[src/rtl/uart_rx_os.sv]
module uart_rx_os #(
  parameter int OSR = 16,
  parameter int DW  = 8
) (
  input  logic          clk,
  input  logic          rst_n,
  input  logic          tick,
  input  logic          rxd,
  input  logic [1:0]    cfg_bits,
  input  logic [1:0]    cfg_par,
  output logic [DW-1:0] rx_data,
  output logic          rx_valid,
  output logic          par_err,
  output logic          frm_err
);
  localparam int CW   = $clog2(OSR);
  localparam int HALF = OSR / 2;
  localparam int IW   = $clog2(DW) + 1;

  typedef enum logic [2:0] {S_IDLE, S_START, S_DATA, S_PAR, S_STOP} st_t;

  st_t           st;
  logic [1:0]    sync;
  logic [CW-1:0] cnt;
  logic [IW-1:0] idx;
  logic [DW-1:0] sh;
  logic [1:0]    bits_q;
  logic [1:0]    par_q;
  logic          acc;
  logic          pe_q;
  logic          rxs;
  logic          last;
  logic          par_on;
  logic [IW-1:0] last_idx;
  logic [DW-1:0] aligned;

  assign rxs      = sync[1];
  assign last     = (cnt == CW'(OSR - 1));
  assign par_on   = par_q[0] ^ par_q[1];
  assign last_idx = IW'(DW - 4) + IW'(bits_q);

  always_comb begin
    case (bits_q)
      2'b00:   aligned = sh >> (DW - 5);
      2'b01:   aligned = sh >> (DW - 6);
      2'b10:   aligned = sh >> (DW - 7);
      default: aligned = sh >> (DW - 8);
    endcase
  end

  always_ff @(posedge clk) begin
    if (!rst_n) sync <= 2'b11;
    else        sync <= {sync[0], rxd};
  end

  always_ff @(posedge clk) begin
    if (!rst_n) begin
      st       <= S_IDLE;
      cnt      <= '0;
      idx      <= '0;
      sh       <= '0;
      bits_q   <= 2'b11;
      par_q    <= 2'b00;
      acc      <= 1'b0;
      pe_q     <= 1'b0;
      rx_data  <= '0;
      rx_valid <= 1'b0;
      par_err  <= 1'b0;
      frm_err  <= 1'b0;
    end else begin
      rx_valid <= 1'b0;
      if (tick) begin
        case (st)
          S_IDLE: if (!rxs) begin
            st     <= S_START;
            cnt    <= CW'(1);
            bits_q <= cfg_bits;
            par_q  <= cfg_par;
          end
          S_START: begin
            if (rxs) st <= S_IDLE;
            else if (cnt == CW'(HALF - 1)) begin
              st   <= S_DATA;
              cnt  <= '0;
              idx  <= '0;
              acc  <= 1'b0;
              pe_q <= 1'b0;
            end else cnt <= cnt + 1'b1;
          end
          S_DATA: begin
            if (last) begin
              cnt <= '0;
              sh  <= {rxs, sh[DW-1:1]};
              acc <= acc ^ rxs;
              idx <= idx + 1'b1;
              if (idx == last_idx) st <= par_on ? S_PAR : S_STOP;
            end else cnt <= cnt + 1'b1;
          end
          S_PAR: begin
            if (last) begin
              cnt  <= '0;
              pe_q <= (acc ^ rxs) != (par_q == 2'b01);
              st   <= S_STOP;
            end else cnt <= cnt + 1'b1;
          end
          S_STOP: begin
            if (last) begin
              cnt      <= '0;
              st       <= S_IDLE;
              rx_valid <= 1'b1;
              rx_data  <= aligned;
              frm_err  <= ~rxs;
              par_err  <= par_on & pe_q;
            end else cnt <= cnt + 1'b1;
          end
          default: st <= S_IDLE;
        endcase
      end
    end
  end
endmodule

[config.mk]
export PLATFORM = sky130hd
export DESIGN_NAME = uart_rx_os
export DESIGN_NICKNAME = d
export VERILOG_FILES = /design/src/rtl/uart_rx_os.sv
export SDC_FILE = /design/constraint.sdc
export NUM_CORES = 1
export LEC_CHECK = 0
export BUFFER_PORTS_ARGS = -buffer_cell sky130_fd_sc_hd__buf_2
export CAP_MARGIN = 0
export CORE_MARGIN = 1
export CORE_UTILIZATION = 40
export CTS_CLUSTER_SIZE = 30
export DETAILED_ROUTE_END_ITERATION = 10
export PLACE_DENSITY = 0.55
export SLEW_MARGIN = 20
export SYNTH_ARGS = -nofsm -noshare
export SYNTH_HDL_FRONTEND = slang
export SYNTH_SLANG_ARGS = --single-unit
[constraint.sdc]
create_clock -name clk -period 2.3 [get_ports clk]
set_input_delay 0.23 -clock clk [delete_from_list [all_inputs] [get_ports clk]]
set_output_delay 0.23 -clock clk [all_outputs]
set_load 0.03 [all_outputs]
Word level (Yosys, flattened, before mapping)
Cells that the tools add are included.
- register bits after elaboration: 38
- input bits: 8
- output and inout bits: 11
- logic and storage cells: 79
- add/sub/neg operators: 3
- equality and inequality tests: 19
- muxes and demuxes: 26
- bitwise operators: 4
- reductions and logical operators: 14
- operators with widths (kind ; count):
    4-bit two-way mux ; 7
    3-bit two-way mux ; 8
    8-bit case mux with 3 select lines ; 1
    3-bit case mux with 5 select lines ; 1
    2-bit != test (second input constant) ; 7
    4-bit case mux with 3 select lines ; 1
    3-bit AND reduction ; 4
    5-bit AND reduction ; 2
    4-bit by 1-bit adder with 4-bit output (second input constant) ; 2
    4-bit case mux with 2 select lines ; 1
    7-bit AND reduction ; 1
    3-bit by 2-bit equality test with 1-bit output (second input constant) ; 2
    1-bit two-way mux ; 5
    3-bit by 2-bit adder with 4-bit output (first input constant) ; 1
    2-bit by 1-bit equality test with 1-bit output (second input constant) ; 2
    4-bit by 3-bit equality test with 1-bit output (second input constant) ; 1
    4-bit equality test ; 1
    4-bit equality test (second input constant) ; 1
    1-bit case mux with 2 select lines ; 2
    4-bit AND reduction ; 1
    2-bit nonzero test ; 2
    3-bit by 1-bit equality test with 1-bit output (second input constant) ; 1
    3-bit equality test (second input constant) ; 1
    3-bit logical NOT ; 1
    other kinds (9) ; 10

Logic depth before layout (Yosys ltp)
Gate-level depths: netlist (run 1).
- word-level depth: 5
- depth in mapped cells: 7

Least setup slack after synthesis (run 1)
Ideal clock, no wire load.
- path type: flip-flop to flip-flop
- from: register st[0]
- to: register st[1]
- setup time: 72 ps
- data arrival time: 1569 ps
- path slack: 659 ps
- cell stages (with the launch flop): 6
- buffers on the path: 1
- path through: dfxtp_1 -> buf_2 -> or4b_2 -> o211a_1 -> nand3b_1 -> mux2i_1
- word-level cells in the longest chain between the ends: 3
- elaborated cells on any way between the ends: 13
- ends and longest elaborated chain (element ; RTL line ; text):
    from (decl) ; 22 ; st_t st;
    from (signal assigned) ; 96 ; if (idx == last_idx) st <= par_on ? S_PAR : S_STOP;
    3-bit by 1-bit equality test with 1-bit output (tied with other cells) ; 73 ; case (st)
    3-bit != test (no line) / 2-bit != test (equally long branches) ; - ;
    7-bit AND reduction (no line) ; - ;
Several ways; a longest one is shown, not always the timed one.
A chain may end at the register's enable or synchronous reset.

Worst setup path after layout (run 1)
- from: register st[1]
- to: register sh[1]
- word-level cells in the longest chain between the ends: 2
- ends and longest elaborated chain (element ; RTL line ; text):
    3-bit by 2-bit equality test with 1-bit output ; 73 ;
    3-bit AND reduction (no line) ; - ;
    to (signal assigned) ; 93 ; sh <= {rxs, sh[DW-1:1]};
    to (decl) ; 26 ; logic [DW-1:0] sh;
No other way between the ends.

==> flow_summary.ini, run 1 <==
[run_status]
status = finished clean

[critical_path]
arrival_ns = 2.12
critPathLaunchType = register
worstSetupPathType = reg2reg
path_buf_inv = 0
crit_family = simple AND/OR/NAND/NOR gates
required_ns = 2.48
crit_fanout = 17
slowest_stage = dfxtp_1
cp.depth = 4
cp_cell_sequence = nor3b_4 > and3_1 > mux2i_1 > nor2_1
end_kind = register
worstRegToRegCells = 4
max_stage_delay_ns = 0.63

[cts]
h-tree-depth = 2
clock_latency_ns = 0.29
clkSinkCount = 38
cts_buffers = 5
ctsResizeCount = 0
clk_pin_slew_worst_paths_ns = 0.07
post-cts-setup-buffer-count = 0
hold_buffers = 0
cts_root_buf = clkbuf_8
tritoncts = built
clockBufferDepth = 2

[sta]
finClkSkew_ns = 0.00668
worstMarginPinSlew_ns = 0.490
slew_headroom_pct = 67.3
period_needed_ns = 1.95
finalSetupViolCount = 0
fin_setup_tns_ns = 0
slew_violations = 0
hold_ws_ns = 0.126
min_period_over_period_pct = 84.6
rsz0062_at_grt = no
fmaxAchievable_mhz = 514
hold_violations = 0

[yosys]
synth_common_cells = dfxtp_1 (38), nand2_1 (25), mux2i_1 (22), nor2_1 (22), a21oi_1 (16)
yosysSeqAreaShare_pct = 39.5
ys_types = 48
synth.top_cell.area_share_pct = 39.5
yosysMostFrequentCell = dfxtp_1
syn_area_sq_um = 1930
synth_area_leader_cell = dfxtp_1
synthTopCellsByArea = dfxtp_1 (39%), mux2i_1 (11%), nand2_1 (4.9%)
yosys_most_used_dff = dfxtp_1
synth_warnings = 0
synth-seq-cells = 38
synth_area_per_cell_sq_um = 8.80
synth-async-reset-ratio_pct = 0
syn_nets = 230
synth-edff-count = 0
syn_inst = 219

[worst_hold_path]
hold_path.class = in2reg
whs_path_depth = 2

[grt]
grt_pass1_vias = 1471
globalRouteTotalUtil_pct = 18.0
grt_pass1_wl_um = 7120
overflow = 0
grt_max_degree = 18
antenna_found_initial = 0

[die]
dieArea_sq_um = 5100
start_util_pct = 42.8
rows = 24
ios = 19
die_h_um = 71.4
core_area_sq_um = 4500
die_w_um = 71.4

[cells_and_area]
num_antenna_cells = 0
fin_cells = 288
final_nets = 247
layout-area-overhead-vs-synth_pct = 11.2
layout-drive-gt1-share_pct = 17.4

[placed_design]
dp_cells = 281
hpwl_um = 2860
gp_congestion = 0.769
io_buffers = 18

[detailed_routing]
drt_iter0_drc = 78
dr_total_vias = 1558
drt_pre_antenna_iters = 4
wl_per_cell_um = 14.1
drtAntennaViolNets = 0
via_per_inst = 5.41
drc = 0
drt-total-wl_um = 4060

[run]
maxCapViolCount = 0

[power]
comb_power_share_pct = 5.8
power_density_nw_per_um2 = 548
p_seq_share_pct = 57.1
p_sw_share_pct = 23.9
p_int_w = 0.000895
netSwitchingPower_w = 0.000281
pwr-share-clk_pct = 37.1
ir_drop_uv = 254
leakage_nw = 0.911
==> routing by layer <==
metal  track usage [%]  wire, um
met2              26.7      1720
met3              3.80        79
met5                 0         0
met4              7.33        46
met1              25.4      2210
==> power by group through the flow <==
stage               sequential (W)  combinational [W]  clock (W)
finish                    0.000671          0.0000687   0.000436
detailed placement        0.000687          0.0000691          0
CTS                       0.000671          0.0000693   0.000457
global route              0.000672          0.0000770   0.000477
floorplan                 0.000680          0.0000519          0
global placement          0.000687          0.0000691          0
==> worst reg2reg max path: cells and delay by family (launching register included) <==
kind             cells  cell delay [ns]
flip-flops           1             0.63
AND/OR/NAND/NOR      3             0.97
multiplexers         1             0.24
==> final cells by class <==
type | count | area, sq um
sequential | 38 | 761
clock inverter | 2 | 10.0
inverter | 5 | 18.8
clock buffer | 5 | 68.8
fill | 466 | 2360
timing repair buffer | 24 | 135
multi-input combinational | 162 | 1090
tap | 52 | 65.1
==> stage by stage <==
| stage | power [W] | util [%] | worst slack (ns) | cell area, sq um |
|---|---|---|---|---|
| 3_5_place_dp | 0.000756 | 45.9 | 0.387 | 2070 |
| 2_1_floorplan | 0.000732 | - | 0.659 | 1930 |
| 6_report | 0.00118 | 47.6 | 0.354 | 2140 |
| 5_1_grt | 0.00123 | 47.6 | 0.179 | 2140 |
| 4_1_cts | 0.00120 | 47.6 | 0.353 | 2140 |
| 3_3_place_gp | 0.000756 | 45.9 | 0.405 | 2070 |
==> logic make-up (layout without fill, tap and decap cells) <==
family,Yosys count,count (layout),share of synthesized area [%]
simple gates,88,88,23.8
compound gates,44,44,15.3
flops,38,38,39.5
mux,24,24,13.2
buf+inv,19,36,4.22
fa+ha+maj,3,3,1.95
xor+xnor,3,3,2.14
==> layout by cell type, fill, tap and decap left out, drive strengths merged, types with 3 or more instances in the layout <==
cell type / synthesis / routed
a211oi: 3 / 3
nand3: 7 / 7
nor3: 5 / 5
o21ai: 7 / 7
o31ai: 3 / 3
nand2: 25 / 25
inv: 5 / 5
dfxtp: 38 / 38
or3: 4 / 4
nor2b: 3 / 3
nor2: 22 / 22
ha: 3 / 3
and2: 3 / 3
clkbuf: 7 / 5
a21oi: 17 / 17
o2111ai: 3 / 3
mux2i: 22 / 22
buf: 7 / 24
nand2b: 4 / 4
==> state kept, by name, indices dropped and copies added, names as in the netlist <==
register / flops
sync: 2
pe_q: 1
rx_data: 8
acc: 1
par_err: 1
cnt: 4
rx_valid: 1
st: 3
sh: 8
par_q: 2
idx: 4
frm_err: 1
bits_q: 2
==> worst paths after layout <==
check	startpoint	endpoint	slack, ns
hold reg to reg	sync[0]	sync[1]	0.41
setup reg to reg	st[1]	sh[1]	0.35
hold / removal	rxd	sync[0]	0.13
setup / recovery	st[1]	sh[1]	0.35
Note: power is estimated with default switching activity, not from simulation.
==> run 2, diff against run 1 <==
--- a/config.mk
+++ b/config.mk
@@ -5,6 +5,7 @@
 export SDC_FILE = /design/constraint.sdc
 export NUM_CORES = 1
 export LEC_CHECK = 0
+export ABC_AREA = 1
 export BUFFER_PORTS_ARGS = -buffer_cell sky130_fd_sc_hd__buf_2
 export CAP_MARGIN = 0
 export CORE_MARGIN = 1
==> constraint.sdc (replaced) <==
create_clock -name clk -period 1.8 [get_ports clk]
set_input_delay 0.18 -clock clk [delete_from_list [all_inputs] [get_ports clk]]
set_output_delay 0.18 -clock clk [all_outputs]
set_load 0.03 [all_outputs]
==> flow_summary.ini, run 2 <==
[placed_design]
gp_congestion = 0.814
hpwl_um = 3150
io_buffers = 18

[cts]
cts_root_buf = clkbuf_8
clkSinkCount = 38
clock_latency_ns = 0.29
hold_buffers = 0
clk_pin_slew_worst_paths_ns = 0.07
cts_buffers = 5
h-tree-depth = 2
tritoncts = built
clockBufferDepth = 2

[yosys]
synth_area_per_cell_sq_um = 7.22
ys_types = 32
synthTopCellsByArea = dfxtp_1 (39%), nand2_1 (9.9%), o21ai_0 (6.2%)
syn_inst = 268
syn_area_sq_um = 1940
synth_area_leader_cell = dfxtp_1
synth-async-reset-ratio_pct = 0
synth-edff-count = 0
yosysSeqAreaShare_pct = 39.3
synth-seq-cells = 38
synth_common_cells = nand2_1 (51), dfxtp_1 (38), nor2_1 (31)
yosysMostFrequentCell = nand2_1
synth_warnings = 0
yosys_most_used_dff = dfxtp_1
synth.top_cell.area_share_pct = 39.3
syn_nets = 279

[power]
p_seq_share_pct = 42.6
netSwitchingPower_w = 0.000954
power_density_nw_per_um2 = 1100
pwr-share-clk_pct = 22.8
p_total_w = 0.00240
p_int_w = 0.00144
p_sw_share_pct = 39.8
leakage_nw = 0.908
comb_power_share_pct = 34.5
ir_drop_uv = 496

[die]
dieArea_sq_um = 5120
die_w_um = 71.6
start_util_pct = 43.0
core_area_sq_um = 4500
ios = 19
rows = 24
die_h_um = 71.6

[detailed_routing]
drc = 0
via_per_inst = 5.14
drt_pre_antenna_iters = 4
wl_per_cell_um = 12.6
drtAntennaViolNets = 0
drt-total-wl_um = 4320
drt_iter0_drc = 98
dr_total_vias = 1767

[sta]
min_period_over_period_pct = 90.0
finalSetupViolCount = 0
hold_ws_ns = 0.0699
finClkSkew_ns = 0.00440
worstMarginPinSlew_ns = 0.340
rsz0062_at_grt = no
slew_violations = 0
slew_headroom_pct = 77.1
fmaxAchievable_mhz = 617
fin_setup_tns_ns = 0
hold_violations = 0
period_needed_ns = 1.62

[cells_and_area]
num_antenna_cells = 0
final_common_cell = nand2_1
fillers = 453
layout-area-overhead-vs-synth_pct = 12.5
final_nets = 303
top_regs = rx_data (8), sh (8)
layout-drive-gt1-share_pct = 18.5
final_cell_mix = nand2_1 (51), dfxtp_1 (38), nor2_1 (31), inv_1 (24), o21ai_0 (24)

[grt]
overflow = 0
antenna_found_initial = 0
grt_max_degree = 19
grt_pass1_vias = 1733
grt_pass1_wl_um = 7740
globalRouteTotalUtil_pct = 19.2

[worst_hold_path]
hold_path.class = in2reg

[critical_path]
worstSetupPathType = reg2reg
crit_fanout = 12
required_ns = 1.98
arrival_ns = 1.80
critPathLaunchType = register
end_kind = register

[run_status]
status = finished clean

[run]
maxCapViolCount = 0
==> run 2: cell types whose count changed after synthesis, moves of 5 or more <==
cell,previous run,this run
nand3_1,7,18
a21oi_1,16,23
nor2_1,22,31
nor3_1,5,0
mux2i_1,22,0
nand2_1,25,51
o21ai_0,6,24
inv_1,5,25
==> run 2: path summary, 6_finish.rpt <==
path                              start          to  slack [ns]  cells past startpoint
worst max-delay path             cnt[0]  rx_data[0]        0.18                      9
worst min-delay path                rxd     sync[0]        0.07                      2
worst max register to register   cnt[0]  rx_data[0]        0.18                      9
worst min register to register  sync[0]     sync[1]        0.42                      1
==> run 2: per-layer routing <==
metal / up-vias / wire length (um) / global-route usage, % / share of wire (%)
met5: - / 0 / 0 / 0
met3: 7 / 175 / 4.08 / 4.1
met2: 38 / 1800 / 29.6 / 42
met1: 787 / 2290 / 26.9 / 53
li1: 935 / - / - / -
met4: 0 / 59 / 6.54 / 1.4
==> run 2: power by group through the flow <==
stage / sequential [W] / clock, W / combinational, W
global route: 0.00104 / 0.000602 / 0.000964
CTS: 0.00102 / 0.000566 / 0.000832
floorplan: 0.00101 / 0 / 0.000662
global placement: 0.00104 / 0 / 0.000828
finish: 0.00102 / 0.000548 / 0.000828
detailed placement: 0.00104 / 0 / 0.000824
==> run 2: cells by family (layout without fill, tap and decap cells) <==
family | Yosys count | count (layout) | synth area share [%]
buffers and inverters | 35 | 59 | 7.82
DFF | 38 | 38 | 39.3
adders and majority gates | 3 | 3 | 1.94
and+or+nand+nor | 117 | 117 | 28.0
xor gates and xnor gates | 5 | 5 | 2.26
AOI/OAI and AO/OA | 70 | 70 | 20.7
==> run 2: cell type report <==
type	count	area [sq um]	area share, %
repair buffers	23	144	6.61
well taps	52	65.1	2.99
flip-flops and latches	38	761	34.9
multi-input cells	195	1020	47.0
inverters	29	109	5.00
clock buffers	7	76.3	3.50
==> run 2: stage by stage <==
stage               setup WS, ns  std cells  instance area [sq um]  util, %
global placement           0.230        336                   2090     46.4
global route              0.0116        344                   2180     48.4
floorplan                  0.373        268                   1940        -
detailed placement         0.165        336                   2090     46.4
CTS                        0.143        343                   2170     48.1
finish                     0.179        344                   2180     48.4
==> run 2: repair_timing <==
| action | in CTS | in global routing |
|---|---|---|
| setup buffers | 0 | 1 |
| setup endpoints to repair | 0 | 3 |
| endpoints found under the hold margin | 0 | 0 |
| gates resized for setup | 0 | 2 |
==> run 2: worst max-delay path, stage by stage (launching register included) <==
cell     delay (ns)
dfxtp_1        0.37
ha_1           0.18
nand2_1        0.09
inv_2          0.11
nand2_1        0.12
nor3_4         0.28
buf_6          0.18
nand2_1        0.05
nor2_1         0.10
nor2_1         0.04
